<file path="config.mk">
export PLATFORM = sky130hd
export DESIGN_NAME = regfree_list
export DESIGN_NICKNAME = d
export VERILOG_FILES = /design/src/rtl/regfree_pkg.sv /design/src/rtl/regfree_pool.sv /design/src/rtl/regfree_steer.sv /design/src/rtl/regfree_list.sv
export SDC_FILE = /design/constraint.sdc
export NUM_CORES = 1
export LEC_CHECK = 0
export BUFFER_PORTS_ARGS = -buffer_cell sky130_fd_sc_hd__buf_2
export CAP_MARGIN = 10
export CORE_UTILIZATION = 30
export CTS_BUF_LIST = sky130_fd_sc_hd__clkbuf_4 sky130_fd_sc_hd__clkbuf_8
export DETAILED_ROUTE_END_ITERATION = 8
export GPL_TIMING_DRIVEN = 0
export PLACE_DENSITY = 0.43
export SLEW_MARGIN = 20
export SYNTH_ARGS = -nofsm -noshare
export SYNTH_HDL_FRONTEND = slang
export SYNTH_SLANG_ARGS = --single-unit
</file>
<file path="constraint.sdc">
create_clock -name clk -period 10.1 [get_ports clk]
set_input_delay 1.515 -clock clk [delete_from_list [all_inputs] [get_ports clk]]
set_output_delay 1.515 -clock clk [all_outputs]
set_load 0.02 [all_outputs]
</file>
<file path="src/rtl/regfree_pkg.sv">
package regfree_pkg;

  localparam int NPOOL = 6;
  localparam int CLS_W = 3;

  typedef enum logic [CLS_W-1:0] {
    CLS_INT  = 3'd0,
    CLS_FP   = 3'd1,
    CLS_VEC  = 3'd2,
    CLS_VEL  = 3'd3,
    CLS_PRED = 3'd4,
    CLS_CC   = 3'd5
  } cls_e;

  function automatic logic cls_valid(logic [CLS_W-1:0] c);
    return c < 3'd6;
  endfunction

  // vsel = 0 keeps the vector pool, vsel = 1 keeps the element pool
  function automatic logic cls_active(logic [CLS_W-1:0] c, logic vsel);
    return !((c == CLS_VEC && vsel) || (c == CLS_VEL && !vsel));
  endfunction

endpackage

</file>
<file path="src/rtl/regfree_pool.sv">
module regfree_pool #(
  parameter int DEPTH = 8,
  parameter int RSV   = 2,
  parameter int TAG_W = 6,
  parameter int LANES = 4,
  parameter int BASE  = 0,
  localparam int CNT_W = $clog2(DEPTH + 1),
  localparam int PTR_W = $clog2(DEPTH),
  localparam int LN_W  = $clog2(LANES + 1)
) (
  input  logic             clk,
  input  logic             rst_n,
  input  logic             pop,
  input  logic [LN_W-1:0]  push_n,
  input  logic [TAG_W-1:0] push_tag [LANES],
  output logic [TAG_W-1:0] head_tag,
  output logic [CNT_W-1:0] cnt,
  output logic             ovf
);

  logic [TAG_W-1:0] mem    [DEPTH];
  logic [TAG_W-1:0] mem_nx [DEPTH];
  logic [PTR_W-1:0] head, head_nx;
  logic [CNT_W-1:0] cnt_nx;
  logic             upd;

  always_comb begin
    int room;
    int take;
    room     = DEPTH - int'(cnt) + int'(pop);
    take     = (int'(push_n) > room) ? room : int'(push_n);
    ovf      = int'(push_n) > room;
    cnt_nx   = CNT_W'(int'(cnt) + take - int'(pop));
    head_nx  = head + PTR_W'(pop);
    upd      = pop || (push_n != '0);
    head_tag = mem[head];
    mem_nx   = mem;
    for (int k = 0; k < LANES; k++) begin
      if (k < take) mem_nx[PTR_W'(int'(head) + int'(cnt) + k)] = push_tag[k];
    end
  end

  always_ff @(posedge clk or negedge rst_n) begin
    if (!rst_n) begin
      head <= '0;
      cnt  <= CNT_W'(DEPTH - RSV);
      for (int i = 0; i < DEPTH; i++) begin
        mem[i] <= (i < DEPTH - RSV) ? TAG_W'(BASE + RSV + i) : '0;
      end
    end else if (upd) begin
      head <= head_nx;
      cnt  <= cnt_nx;
      mem  <= mem_nx;
    end
  end

endmodule

</file>
<file path="src/rtl/regfree_steer.sv">
module regfree_steer
  import regfree_pkg::*;
#(
  parameter int TAG_W     = 6,
  parameter int BURST_MAX = 3,
  localparam int LANES = BURST_MAX + 1,
  localparam int LN_W  = $clog2(LANES + 1),
  localparam int BC_W  = $clog2(BURST_MAX + 1)
) (
  input  logic             vec_sel,
  input  logic             free_vld,
  input  logic [CLS_W-1:0] free_cls,
  input  logic [TAG_W-1:0] free_tag,
  input  logic [BC_W-1:0]  b_cnt,
  input  logic [CLS_W-1:0] b_cls [BURST_MAX],
  input  logic [TAG_W-1:0] b_tag [BURST_MAX],
  output logic [LN_W-1:0]  push_n   [NPOOL],
  output logic [TAG_W-1:0] push_tag [NPOOL][LANES],
  output logic             e_class,
  output logic             e_mixed,
  output logic             e_mode
);

  logic [CLS_W-1:0] bcls;
  logic             b_any, b_good, s_good;

  always_comb begin
    int beff;
    int n;
    beff    = (int'(b_cnt) > BURST_MAX) ? BURST_MAX : int'(b_cnt);
    b_any   = beff > 0;
    bcls    = b_cls[0];
    e_mixed = b_any && (b_cls[b_any ? beff - 1 : 0] != bcls);
    b_good  = b_any && !e_mixed && cls_valid(bcls) && cls_active(bcls, vec_sel);
    s_good  = free_vld && cls_valid(free_cls) && cls_active(free_cls, vec_sel);
    e_class = (free_vld && !cls_valid(free_cls)) ||
              (b_any && !e_mixed && !cls_valid(bcls));
    e_mode  = (free_vld && cls_valid(free_cls) && !cls_active(free_cls, vec_sel)) ||
              (b_any && !e_mixed && cls_valid(bcls) && !cls_active(bcls, vec_sel));
    for (int p = 0; p < NPOOL; p++) begin
      n = 0;
      for (int k = 0; k < LANES; k++) push_tag[p][k] = '0;
      if (b_good && int'(bcls) == p) begin
        for (int k = 0; k < BURST_MAX; k++) begin
          if (k < beff) push_tag[p][k] = b_tag[k];
        end
        n = beff;
      end
      if (s_good && int'(free_cls) == p) begin
        push_tag[p][n] = free_tag;
        n = n + 1;
      end
      push_n[p] = LN_W'(n);
    end
  end

endmodule

</file>
<file path="src/rtl/regfree_list.sv">
module regfree_list
  import regfree_pkg::*;
#(
  parameter int DEPTH     = 8,
  parameter int RSV       = 2,
  parameter int TAG_W     = 6,
  parameter int BURST_MAX = 3,
  localparam int CNT_W = $clog2(DEPTH + 1),
  localparam int BC_W  = $clog2(BURST_MAX + 1),
  localparam int LANES = BURST_MAX + 1,
  localparam int LN_W  = $clog2(LANES + 1)
) (
  input  logic                       clk,
  input  logic                       rst_n,
  input  logic                       vec_sel,
  input  logic                       alloc_req,
  input  logic [2:0]                 alloc_cls,
  output logic                       alloc_gnt,
  output logic [TAG_W-1:0]           alloc_tag,
  input  logic                       free_vld,
  input  logic [2:0]                 free_cls,
  input  logic [TAG_W-1:0]           free_tag,
  input  logic [BC_W-1:0]            bfree_cnt,
  input  logic [3*BURST_MAX-1:0]     bfree_cls,
  input  logic [TAG_W*BURST_MAX-1:0] bfree_tag,
  output logic [NPOOL*CNT_W-1:0]     pool_cnt,
  output logic [NPOOL-1:0]           pool_nonempty,
  output logic                       err_class,
  output logic                       err_mixed,
  output logic                       err_underflow,
  output logic                       err_overflow,
  output logic                       err_mode
);

  logic [CLS_W-1:0] bcls_a [BURST_MAX];
  logic [TAG_W-1:0] btag_a [BURST_MAX];
  logic [LN_W-1:0]  push_n   [NPOOL];
  logic [TAG_W-1:0] push_tag [NPOOL][LANES];
  logic [TAG_W-1:0] head_a [NPOOL];
  logic [CNT_W-1:0] cnt_a  [NPOOL];
  logic [NPOOL-1:0] ovf_a, pop_a;
  logic             f_class, f_mixed, f_mode;
  logic             a_ok, a_ne;
  logic             class_nx, under_nx, mode_nx, ovf_nx;

  for (genvar k = 0; k < BURST_MAX; k++) begin : g_lane
    assign bcls_a[k] = bfree_cls[k*3 +: 3];
    assign btag_a[k] = bfree_tag[k*TAG_W +: TAG_W];
  end

  regfree_steer #(.TAG_W(TAG_W), .BURST_MAX(BURST_MAX)) u_steer (
    .vec_sel  (vec_sel),
    .free_vld (free_vld),
    .free_cls (free_cls),
    .free_tag (free_tag),
    .b_cnt    (bfree_cnt),
    .b_cls    (bcls_a),
    .b_tag    (btag_a),
    .push_n   (push_n),
    .push_tag (push_tag),
    .e_class  (f_class),
    .e_mixed  (f_mixed),
    .e_mode   (f_mode)
  );

  for (genvar p = 0; p < NPOOL; p++) begin : g_pool
    assign pop_a[p] = alloc_gnt && (int'(alloc_cls) == p);
    regfree_pool #(
      .DEPTH(DEPTH), .RSV(RSV), .TAG_W(TAG_W), .LANES(LANES), .BASE(p * DEPTH)
    ) u_pool (
      .clk      (clk),
      .rst_n    (rst_n),
      .pop      (pop_a[p]),
      .push_n   (push_n[p]),
      .push_tag (push_tag[p]),
      .head_tag (head_a[p]),
      .cnt      (cnt_a[p]),
      .ovf      (ovf_a[p])
    );
    assign pool_cnt[p*CNT_W +: CNT_W] = cnt_a[p];
    assign pool_nonempty[p]           = cnt_a[p] != '0;
  end

  always_comb begin
    a_ok      = cls_valid(alloc_cls) && cls_active(alloc_cls, vec_sel);
    a_ne      = 1'b0;
    alloc_tag = '0;
    if (cls_valid(alloc_cls)) begin
      a_ne      = pool_nonempty[alloc_cls];
      alloc_tag = head_a[alloc_cls];
    end
    alloc_gnt = alloc_req && a_ok && a_ne;
    class_nx  = f_class || (alloc_req && !cls_valid(alloc_cls));
    mode_nx   = f_mode || (alloc_req && cls_valid(alloc_cls) && !a_ok);
    under_nx  = alloc_req && a_ok && !a_ne;
    ovf_nx    = |ovf_a;
  end

  always_ff @(posedge clk or negedge rst_n) begin
    if (!rst_n) begin
      err_class     <= 1'b0;
      err_mixed     <= 1'b0;
      err_underflow <= 1'b0;
      err_overflow  <= 1'b0;
      err_mode      <= 1'b0;
    end else begin
      err_class     <= class_nx;
      err_mixed     <= f_mixed;
      err_underflow <= under_nx;
      err_overflow  <= ovf_nx;
      err_mode      <= mode_nx;
    end
  end

endmodule

</file>
* Word-level counts from Yosys, hierarchy flattened
Index checks and enable logic that the tools add are counted.
** Word-level totals
- Bits of input ports :: 46
- Output and inout port bits :: 42
- Flip-flop bits (word level) :: 335
- Logic and storage cells :: 578
** Operators by class
- Eq/ne operators :: 22
- Bitwise operators :: 38
- Muxes and demuxes :: 176
- Magnitude comparators :: 106
- Add/subtract/negate cells :: 61
- Reductions and logical operators :: 110
** Operator list (number)
- 48-bit bitwise mux :: 24
- 48-bit 2-to-1 mux :: 24
- 6-bit demux with 3-bit select :: 24
- 3-bit by 32-bit < comparator with 1-bit output, first input constant :: 12
- 6-bit 2-to-1 mux :: 48
- 32-bit by 3-bit greater-or-equal comparator with 1-bit output, second input constant :: 7
- 32-bit 2-to-1 mux :: 7
- 32-bit by 2-bit adder with 32-bit output :: 6
- 4-bit by 32-bit greater-than comparator with 1-bit output :: 6
- 1-bit by 32-bit < comparator with 1-bit output, first input constant :: 6
- 2-bit by 32-bit < comparator with 1-bit output, first input constant :: 6
- 32-bit by 1-bit < comparator with 1-bit output, second input constant :: 6
- 2-bit NOT with 32-bit output :: 5
- 24-bit bitwise mux :: 6
- 24-bit 2-to-1 mux :: 6
- 6-bit binary-select mux with 3-bit select :: 7
- 18-bit 2-to-1 mux :: 6
- 3-bit by 4-bit greater-or-equal comparator with 1-bit output, second input constant :: 24
- 6-bit demux with 2-bit select :: 6
- 3-bit by 1-bit < comparator with 1-bit output, second input constant :: 24
- 3-bit NOT :: 24
- 1-bit logical AND :: 71
- 32-bit NOT :: 2
- 3-bit adder, second input constant :: 12
- other kinds (29) :: 144

* Depth between registers and ports, before layout
- Depth after elaboration :: 29
- Gate-level depth with buffers :: 31
- Mapped depth without buffers :: 29

* By module
Synthesis repeated with hierarchy kept, for this count alone.
** Second synthesis, totals
- Cells, all modules :: 3439
- Area, all modules :: 30620.6 um^2
** Modules (own cells, without submodules)
- regfree_pool at g_pool[1].u_pool ... :: area an instance 4536.9 um^2, seq. area each 1400.1 um^2, instances 2, cells an instance 479
- regfree_pool at g_pool[3].u_pool :: area an instance 4899.7 um^2, seq. area each 1407.6 um^2, instances 1, cells an instance 540
- regfree_pool at g_pool[0].u_pool :: area an instance 4529.3 um^2, seq. area each 1392.6 um^2, instances 1, cells an instance 479
- regfree_pool at g_pool[4].u_pool :: area an instance 4511.8 um^2, seq. area each 1400.1 um^2, instances 1, cells an instance 479
- regfree_pool at g_pool[5].u_pool :: area an instance 4414.2 um^2, seq. area each 1407.6 um^2, instances 1, cells an instance 486
- regfree_steer :: area an instance 2533.7 um^2, seq. area each 0.0 um^2, instances 1, cells an instance 427
- regfree_list :: area an instance 658.1 um^2, seq. area each 125.1 um^2, instances 1, cells an instance 70

* Worst setup path before layout
OpenSTA, ideal clock, no wires.
- Kind :: input to register
- Start point :: in bfree_cnt[0]
- End point :: reg g_pool[1].u_pool.cnt[3]
- Arrival time :: 7.017 ns
- Stages on the path :: 28
- Path slack :: 3.000 ns
- Path buffers :: 4
- Library setup time :: 0.083 ns
- Cell sequence :: buf_4 mux2_2 xor2_2 o31ai_4 inv_2 or3_1 clkbuf_1 clkbuf_1 nor2_1 ha_1 nand2b_1 o31ai_1 ha_1 nor2b_1 o21ai_0 nand2b_1 a31oi_1 clkbuf_1 mux2i_1 ha_1 inv_1 ha_1 a21oi_1 xor2_1 or2_2 o31ai_1 o21ai_0 o21ai_0
** On the way
- Longest elaborated chain between the ends :: 20
- Elaborated cells on any way between the ends :: 23
- Those cells by class :: 4 x add/sub; 2 x order compare; 1 x eq/ne; 7 x mux; 1 x bitwise; 8 x reduce/logical
** Ends and longest elaborated chain
- start, declared :: line regfree_list.sv:23 : input logic [BC_W-1:0] bfree_cnt,
- 2-bit by 1-bit subtractor with 3-bit output / 2-bit by 1-bit greater-than comparator with 1-bit output (equally long branches) :: line regfree_steer.sv:33, regfree_steer.sv:31
- 32-bit 2-to-1 mux :: line regfree_steer.sv:33 : e_mixed = b_any && (b_cls[b_any ? beff - 1 : 0] != bcls);
- 32-bit NOT :: line regfree_steer.sv:33
- 3-bit binary-select mux with 2-bit select :: line regfree_steer.sv:33
- 3-bit 2-to-1 mux (2 in a row) :: line regfree_steer.sv:33
- 3-bit inequality test :: line regfree_steer.sv:33
- 1-bit logical AND (*) :: line regfree_steer.sv:33
- named net f_mixed :: line regfree_list.sv:42 : logic f_class, f_mixed, f_mode;
- [... 4 more ...]
- 1-bit logical AND (*) :: line regfree_steer.sv:43 : if (b_good && int'(bcls) == p) begin
- 2-bit 2-to-1 mux (*) :: line regfree_steer.sv:43
- 2-bit by 1-bit adder with 3-bit output :: line regfree_steer.sv:51 : n = n + 1;
- 3-bit 2-to-1 mux (*) :: line regfree_steer.sv:49 : if (s_good && int'(free_cls) == p) begin
- 4-bit by 32-bit greater-than comparator with 1-bit output :: line regfree_pool.sv:31 : take = (int'(push_n) > room) ? room : int'(push_n);
- 32-bit 2-to-1 mux :: line regfree_pool.sv:31
- 4-bit adder :: line regfree_pool.sv:33 : cnt_nx = CNT_W'(int'(cnt) + take - int'(pop));
- 4-bit by 2-bit subtractor with 4-bit output :: line regfree_pool.sv:33
- end signal, assigned :: line regfree_pool.sv:46 : cnt <= CNT_W'(DEPTH - RSV);
- end signal, assigned :: line regfree_pool.sv:52 : cnt <= cnt_nx;
- end, declared :: line regfree_pool.sv:17 : output logic [CNT_W-1:0] cnt,
The timed path passes the listed nets; every way through them passes the cells marked *. The select of a mux whose other input is x is not followed.
A chain may end at the register's enable or synchronous reset.

* Worst setup path in the final report
Same ends and word-level chain as after synthesis.

==> flow_metrics.py <==
metrics = {
    "detailed_routing": {
        "vias_per_cell": 6.01,
        "wl_um": 146000,
        "drc": 0,
        "dr_wl_met2_um": 63100,
        "drt_iter0_markers": 3608,
        "num_vias": 32200,
        "postRouteAntennaNets": 0,
        "wl_per_cell_um": 27.2,
        "met3_length_um": 12900,
        "wl_met1_um": 65000,
        "highest_layer": "met5",
        "drtPass1Iterations": 6,
    },
    "sta": {
        "worst_slack_ps": 1640,
        "finalSetupViolations": 0,
        "fmax_mhz": 118,
        "final.setup_skew_ps": 41.8,
        "maxSlewViolCount": 0,
        "slew_headroom": 0.192,
        "hold_violations": 0,
        "min_period_ps": 8460,
        "tns_ps": 0,
        "finalCritPeriodShare": 0.838,
        "rsz0062_at_grt": "no",
        "tightest_slew_ps": 1210,
    },
    "synthesis": {
        "synth.top_cells.by_count": "534 x nand2_1, 275 x nor2_1, 215 x dfrtp_1",
        "synth_warnings": 0,
        "yosys-top-cells-area": "dfrtp_1 17%, dfstp_2 10%, ha_1 7.0%",
        "synth_top_area_frac": 0.170,
        "syn_inst": 3748,
        "async_flop_share": 1.00,
        "netlist_area_um2": 31700,
        "yosysMostFrequentCell": "nand2_1",
        "synth-seq-cells": 335,
        "yosysTopAreaCell": "dfrtp_1",
        "ys.flop_type": "dfrtp_1",
        "synth_area_per_cell_um2": 8.45,
        "yosysSeqAreaShare": 0.269,
        "synth_nets": 3982,
        "synth.distinct_cells": 118,
        "synth-edff-count": 0,
    },
    "global_routing": {
        "grt_pass1_wl_um": 214000,
        "grt_pass1_vias": 30600,
        "grt-ovfl-total": 0,
        "track_usage": 0.267,
        "antenna_found_initial": 17,
        "grt_start_max_net_pins": 90,
    },
    "final_layout": {
        "drive_gt1_frac": 0.151,
        "post-route-util": 0.343,
        "fin_nets": 4142,
        "area_growth_pct": 12.6,
    },
    "place": {
        "dp_slack_ps": 1040,
        "place.gp.congestion": 0.957,
        "io_buffers": 77,
        "dp_hpwl_um": 110000,
    },
    "worst_setup_path": {
        "path_max_fanout": 10,
        "crit_slowest_cell": "o31ai_4",
        "cp-start-kind": "input port",
        "cp_num_buf_inv": 6,
        "critPathRequiredTime_ps": 10660,
        "cp.arrival_ps": 9020,
        "max_stage_delay_ps": 740,
        "cp_top_family": "compound AO/OA/AOI/OAI gates",
        "cp-end-kind": "flip-flop",
        "cpMostUsedCell": "ha_1",
        "crit_type": "input port to flip-flop",
    },
    "clock_network": {
        "clock_latency_ps": 740,
        "post_cts.repair.setup_buffers": 0,
        "cts_tree": "yes",
        "cts_sinks": 335,
        "clockBufferDepth": 3,
        "htree_levels": 3,
        "ctsHoldBuffers": 0,
        "cts-root-buf": "clkbuf_8",
        "clk_pin_slew_ps": 60,
        "cts_buffers": 73,
        "cts_resized": 0,
    },
    "hold_path": {
        "holdCritPathClass": "flip-flop to flip-flop",
    },
    "die": {
        "die_h_um": 327,
        "initial_utilization": 0.304,
        "die_x_um": 327,
        "ios": 88,
        "fp.dieArea_um2": 107000,
        "core.rowCount": 118,
        "core_area_um2": 104000,
    },
    "pwr": {
        "cellLeakagePower_uw": 0.0137,
        "vdd_drop_max_uv": 148,
        "power_uw": 8780,
        "power.density_nw_per_um2": 246,
    },
    "status": {
        "status": "completed",
    },
    "run": {
        "drv_cap": 0,
    },
}
==> area by class of cell <==
type	instances	area (um^2)
Sequential cell	335	8530
Clock buffer	119	1450
Inverter	153	574
Tap cell	1380	1730
Buffer	233	911
Antenna cell	4	10.0
Timing Repair Buffer	85	537
Fill cell	11100	68400
Multi-Input combinational cell	3027	21800
Clock inverter	14	153
==> tightest hold or removal path, delay by kind of cell, from the launching register on <==
kind | cells | cell delay [ps]
AND/OR/NAND/NOR | 2 | 90
flip-flops | 1 | 370
==> layer usage <==
metal	GRT usage	vias up
met3	0.0616	245
li1	-	14600
met5	0	-
met2	0.403	1441
met4	0.0868	24
met1	0.372	15900
==> where the power goes <==
group / total [uW] / switching [uW] / internal [uW]
Combinational: 5040 / 3220 / 1820
Sequential: 2030 / 315 / 1710
Clock: 1710 / 728 / 981
Total: 8780 / 4260 / 4520
==> cell families (layout without fill, tap and decap cells) <==
group                    count (synthesis)  in the layout  share of synthesized area
adder cells (fa/ha/maj)                188            188                     0.0771
flip-flops                             335            335                      0.269
XOR/XNOR                                84             84                     0.0255
other                                    0              4                          0
multiplexers                           230            230                      0.106
AND/OR/NAND/NOR                       1404           1404                      0.217
AO/OA/AOI/OAI                         1121           1121                      0.258
buffers and inverters                  386            604                     0.0467
==> flip-flops by register name, summed over array words and instances (netlist names) <==
name	cells
err_mixed	1
err_class	1
g_pool.u_pool.head	18
err_underflow	1
g_pool.u_pool.cnt	24
g_pool.u_pool.mem	288
err_overflow	1
err_mode	1
==> path summary, 6_finish.rpt <==
path                                           from  slack, ps  cells after the start                       end
setup / recovery                       bfree_cnt[0]       1640                     28   g_pool[1].u_pool.cnt[3]
setup reg to reg            g_pool[1].u_pool.cnt[0]       2400                     28   g_pool[1].u_pool.cnt[3]
min in group asynchronous                     rst_n        690                      1  g_pool[3].u_pool.mem[23]
max in group asynchronous                     rst_n       8130                      3  g_pool[5].u_pool.mem[17]
hold reg to reg            g_pool[3].u_pool.mem[22]        450                      2  g_pool[3].u_pool.mem[22]
hold / removal             g_pool[3].u_pool.mem[22]        450                      2  g_pool[3].u_pool.mem[22]
==> layout by cell type (no fill, tap or decap), types with 38 or more instances in the layout <==
cell type,instances
a221o_1,54
ha_1,176
nand2_1,534
and2_1,51
o21ai_0,154
xnor2_1,60
a21oi_1,209
mux2i_1,111
o211ai_1,71
a21o_1,41
clkbuf_8,89
nor2b_1,38
dfstp_2,120
mux4_2,79
nor2_1,275
o31ai_1,42
dfrtp_1,215
a211oi_1,38
inv_1,149
clkbuf_1,186
buf_2,92
o21ai_1,44
o221ai_1,61
nor3_1,67
a22oi_1,50
nand3_1,152
==> metrics by stage <==
| stage | hold WS [ps] | cell area, um^2 | instances |
|---|---|---|---|
| floorplan | 433 | 31700 | 3748 |
| global placement | 442 | 33800 | 5205 |
| detailed placement | 445 | 34000 | 5213 |
| CTS | 454 | 35600 | 5346 |
| global route | 470 | 35600 | 5348 |
| finish | 451 | 35700 | 5350 |
No activity file was read; power rests on OpenSTA's default activity.
